[src/rtl/reg_mirror_pkg.sv]
`timescale 1ns/1ps
package reg_mirror_pkg;
  localparam int RISE_BIT = 0;
  localparam int FALL_BIT = 1;

  typedef struct packed {
    logic setRise;
    logic setFall;
    logic clrRise;
    logic clrFall;
  } edgeStrb_t;
endpackage

[src/rtl/edge_flag_ctrl.sv]
`timescale 1ns/1ps
module edge_flag_ctrl
  import reg_mirror_pkg::*;
(
  input  logic      clk,
  input  logic      rstN,
  input  logic      violIn,
  input  logic [1:0] clrBits,
  output edgeStrb_t strb
);
  logic violPrev;

  always_ff @(posedge clk or negedge rstN) begin
    if (!rstN) violPrev <= 1'b0;
    else       violPrev <= violIn;
  end

  always_comb begin
    strb.setRise = violIn & ~violPrev;
    strb.setFall = ~violIn & violPrev;
    strb.clrRise = clrBits[RISE_BIT];
    strb.clrFall = clrBits[FALL_BIT];
  end
endmodule

[src/rtl/mirror_datapath.sv]
`timescale 1ns/1ps
module mirror_datapath
  import reg_mirror_pkg::*;
#(
  parameter int NUM_REGS  = 16,
  parameter int REG_W     = 16,
  parameter int FLAG_SLOT = 14
)(
  input  logic                           clk,
  input  logic                           rstN,
  input  logic [NUM_REGS-1:0][REG_W-1:0] wrRegs,
  input  edgeStrb_t                      strb,
  output logic [NUM_REGS-1:0][REG_W-1:0] rdRegs
);
  localparam int FLAG_W = 2;

  logic [NUM_REGS-1:0][REG_W-1:0] nextVal;

  for (genvar g = 0; g < NUM_REGS; g++) begin : gSlot
    if (g == FLAG_SLOT) begin : gFlag
      assign nextVal[g][REG_W-1:FLAG_W] = wrRegs[g][REG_W-1:FLAG_W];
      assign nextVal[g][RISE_BIT] = strb.setRise | (rdRegs[g][RISE_BIT] & ~strb.clrRise);
      assign nextVal[g][FALL_BIT] = strb.setFall | (rdRegs[g][FALL_BIT] & ~strb.clrFall);
    end else begin : gPlain
      assign nextVal[g] = wrRegs[g];
    end
  end

  always_ff @(posedge clk or negedge rstN) begin
    if (!rstN) rdRegs <= '0;
    else       rdRegs <= nextVal;
  end
endmodule

[src/rtl/reg_mirror_sticky.sv]
`timescale 1ns/1ps
module reg_mirror_sticky
  import reg_mirror_pkg::*;
#(
  parameter int NUM_REGS  = 16,
  parameter int REG_W     = 16,
  parameter int FLAG_SLOT = 14
)(
  input  logic                           clk,
  input  logic                           rstN,
  input  logic [NUM_REGS-1:0][REG_W-1:0] wrRegs,
  input  logic                           violIn,
  output logic [NUM_REGS-1:0][REG_W-1:0] rdRegs
);
  edgeStrb_t strb;

  edge_flag_ctrl u_ctrl (
    .clk     (clk),
    .rstN    (rstN),
    .violIn  (violIn),
    .clrBits (wrRegs[FLAG_SLOT][1:0]),
    .strb    (strb)
  );

  mirror_datapath #(
    .NUM_REGS  (NUM_REGS),
    .REG_W     (REG_W),
    .FLAG_SLOT (FLAG_SLOT)
  ) u_dp (
    .clk    (clk),
    .rstN   (rstN),
    .wrRegs (wrRegs),
    .strb   (strb),
    .rdRegs (rdRegs)
  );
endmodule

[config.mk]
export PLATFORM = sky130hd
export DESIGN_NAME = reg_mirror_sticky
export DESIGN_NICKNAME = d
export VERILOG_FILES = /design/src/rtl/reg_mirror_pkg.sv /design/src/rtl/edge_flag_ctrl.sv /design/src/rtl/mirror_datapath.sv /design/src/rtl/reg_mirror_sticky.sv
export SDC_FILE = /design/constraint.sdc
export NUM_CORES = 1
export LEC_CHECK = 0
export CORE_AREA = 4 4 196 198
export CTS_CLUSTER_DIAMETER = 50
export DETAILED_ROUTE_END_ITERATION = 8
export DIE_AREA = 0 0 200 202
export GPL_ROUTABILITY_DRIVEN = 0
export SYNTH_ARGS = -nofsm -noshare
export SYNTH_HDL_FRONTEND = slang
export SYNTH_SLANG_ARGS = --single-unit
[constraint.sdc]
create_clock -name clk -period 1 [get_ports clk]
set_clock_uncertainty 0.15 [all_clocks]
set_input_delay 0.2 -clock clk [delete_from_list [all_inputs] [get_ports clk]]
set_output_delay 0.2 -clock clk [all_outputs]
set_load 0.05 [all_outputs]
==> results by stage <==
Status:
- The flow ran to the end, but the final reports show violations.
- The final reports fail on negative hold slack, negative setup slack.

Power:
- The total power is 0.0296 W.
- IR analysis of the VDD net gives a maximum drop of 1280 uV.
- For this design the static power due to leakage is 8.13 nW.
- Combinational logic burns 21.9% of the power.
- The cell-internal power is 0.0216 W.
- Power spread over the standard cell area amounts to 1590 nW/um^2.
- In this run switching power makes up 27.1% of total power.
- The part of the total power dissipated in the clock network is 39.5%.
- The fraction of power consumed by sequential logic is 38.6%.
- The analysis attributes to net switching a power of 0.00802 W.

Setup path:
- For flop-to-flop paths, the worst setup slack is 0.12 ns.
- The worst setup path is captured at a primary output.
- The maximum fanout count along the critical path is 1.
- The worst setup path is of the reg -> out kind.
- The worst register-to-register path ends at u_dp.rdRegs[224].
- The launch point of the worst reg-to-reg path is u_dp.rdRegs[224].
- The worst setup path is launched from a register.
- Walking the worst path, the cells encountered are buf_12.
- Among cell families on the critical path, the largest total delay comes from flip-flops.
- The largest individual stage delay along the critical path comes from the cell sky130_fd_sc_hd__dfrtp_2.
- The required time of the worst setup path is 0.65 ns.
- The number of buffers and inverters on the critical path is 1.
- The maximum cell stage delay along the critical path is 0.46 ns.
- The data arrival time at the worst-slack endpoint is 1.16 ns.
- The number of cells on the worst reg-to-reg path is 1.

Timing:
- The number of setup violations in the final report is 258.
- Headroom to the max-slew limit came out at 87.1%.
- Setup repair after global routing could not meet its margin everywhere.
- In the post-route analysis, the smallest setup slack over all paths is -0.512 ns.
- For the pin with the worst max-slew slack, the measured transition is 0.193 ns.
- The number of hold violations in the final report is 11.
- The worst hold slack across all endpoints is -0.0545 ns.
- The final worst-path cycle share is 151%.
- The highest attainable clock frequency is 662 MHz.
- The number of max-slew violations in the final report is 0.
- The post-route minimum period is 1.51 ns.
- Adding up every negative setup slack in the final design gives -106.88 ns.

Global routing:
- The maximum number of pins on one net before global-route repair is 36.
- Global routing consumed, over all layers together, 14.3% of the routing resources.
- The total global routing overflow is 0.
- The via count of the first global-routing pass is 6908.
- The first global-routing pass estimated 43000 um of wire.
- The initial antenna violation count is 1.

Layout:
- In the final layout, flip-flops and latches occupy 6440 sq um.
- After routing the design area is 18600 sq um.
- The share of layout cells above drive strength 1 is 30.9%.
- The area of the multi-input gates is 15.0 sq um.
- The filler cells instantiated in the layout total 2827.
- The net count reported at finish is 1339.
- The area growth from synthesis to layout is 188%.
- The final core utilization is 50.9%.

Logic synthesis:
- In the synthesized netlist, the number of instances is 262.
- The number of different library cells used by synthesis comes to 4.
- The register area share after synthesis is 99.6%.
- The total number of yosys warnings is 0.
- When the netlist entered floorplanning its net count stood at 521.
- The synthesized area divided by synthesized cell count is 24.6 sq um.
- After synthesis the netlist holds a flip-flop and latch count of 257.
- The synthesized area is 6460 sq um.

Drt:
- The first routing iteration left 100 violations.
- The detail route stage leaves a number of antenna-violating nets equal to 0.
- After detailed routing, the average wire length per cell comes to 18.5 um.
- For this block, the routed nets add up to 29200 um of wire.
- For this block, the via count after detailed routing is 5612.
- The number of optimization iterations in the first detailed-route pass is 4.
- The number of remaining DRC errors is 0.
- The per-cell via count in the routed design is 3.57.

Run:
- Across the run, the number of max-cap violations was 0.

Clock tree:
- The clock-pin slew on the worst setup and hold paths is 0.06 ns.
- TritonCTS built the clock tree.
- The cell at the root of the clock tree is sky130_fd_sc_hd__clkbuf_16.
- The buffer levels on the longest clock path is 3.
- The post-CTS setup-driven buffer insertion count is 0.
- In this run, CTS created clock tree buffers numbering 35.
- Clock latency on the worst-skew pair, taken at its later pin, is 0.50 ns.
- The CTS sink count is 257.
- The number of H-tree levels is 2.

Floorplanning:
- The total area inside the core boundary comes to 36500 sq um.
- The height of the die is 202 um.
- Measured along the x axis, the die boundary spans 200 um.
- The initial standard-cell utilization of the core is 17.7%.
- The floorplan step defined a die boundary enclosing 40400 sq um.
- 515 I/O pins were placed.
- The floorplan has 70 rows.

Placed design:
- Input and output buffers added on the ports amount to 514.
- The total placed instance area is 15000 sq um.
- Summed over all nets, the half-perimeter wirelength after detailed placement is 20900 um.

Worst hold path:
- The kind of path behind the tightest hold check is in -> async.
==> cell usage after synthesis, drive strengths merged <==
library cell / instances / share of area (%)
a22o: 1 / 0.14
dfrtp: 257 / 100
inv: 3 / 0.17
o22ai: 1 / 0.097
==> cells in the final DEF (no fill, tap or decap), drive strengths merged <==
master         count
a22o               1
buf              276
clkbuf            44
clkdlybuf4s50    257
clkinv             8
clkinvlp           4
dfrtp            257
diode              1
dlygate4sd3      248
inv                8
o22ai              1
==> worst max-delay path by stage <==
stage / to / depth (start not counted) / startpoint
final: rdRegs[78] / 1 / u_dp.rdRegs[78]
after detailed placement: u_dp.rdRegs[224] / 3 / wrRegs[224]
after floorplan: u_dp.rdRegs[224] / 1 / u_dp.rdRegs[224]
after CTS: rdRegs[78] / 1 / u_dp.rdRegs[78]
after global placement: u_dp.rdRegs[224] / 3 / wrRegs[224]
after global routing: rdRegs[78] / 1 / u_dp.rdRegs[78]
==> cells by family (layout without fill, tap and decap cells) <==
group | after synthesis | in the layout | synth area share, %
flops | 257 | 257 | 99.6
other cells | 0 | 1 | 0
compound gates | 2 | 2 | 0.233
buf+inv | 3 | 845 | 0.174
==> layer usage <==
metal  vias to the layer above  global-route usage [%]  share of wire [%]
met5                         -                       0                  0
met4                         0                    6.99                4.4
met3                        67                    5.52                9.9
met2                       361                    24.8                 51
met1                      2719                    15.1                 35
li1                       2465                       -                  -
==> per-stage QoR <==
| stage | cells | hold slack [ns] | setup slack [ns] |
|---|---|---|---|
| 2_1_floorplan | 262 | -0.246 | 0.0333 |
| 3_3_place_gp | 1263 | -0.131 | -0.201 |
| 3_5_place_dp | 1263 | -0.130 | -0.184 |
| 4_1_cts | 1571 | -0.0975 | -0.554 |
| 5_1_grt | 1573 | -0.0745 | -0.549 |
| 6_report | 1573 | -0.0545 | -0.512 |
==> state kept, by name, indices dropped and copies added, names as in the netlist <==
name / flops
u_dp.rdRegs: 256
u_ctrl.violPrev: 1
==> power groups by stage <==
stage	clock network [W]	logic, W	registers (W)
after floorplan	0	0.00000843	0.0132
after global placement	0	0.00565	0.0116
after detailed placement	0	0.00568	0.0116
after CTS	0.0120	0.00650	0.0114
after global routing	0.0126	0.00671	0.0115
final	0.0117	0.00648	0.0114
==> final cells by class <==
type | instances | area share (%)
Antenna cell | 1 | 0.0134
Clock buffer | 44 | 5.28
Clock inverter | 17 | 0.646
Inverter | 3 | 0.0605
Multi-Input combinational cell | 2 | 0.0807
Sequential cell | 257 | 34.6
Tap cell | 468 | 3.15
Timing Repair Buffer | 781 | 56.2
==> what timing repair did <==
item	in CTS	in global routing
pin swaps	0	0
hold buffers	247	1
endpoints found under the setup margin	256	256
gates resized for setup	4	2
endpoints found under the hold margin	503	12
No activity file was read; power rests on OpenSTA's default activity.
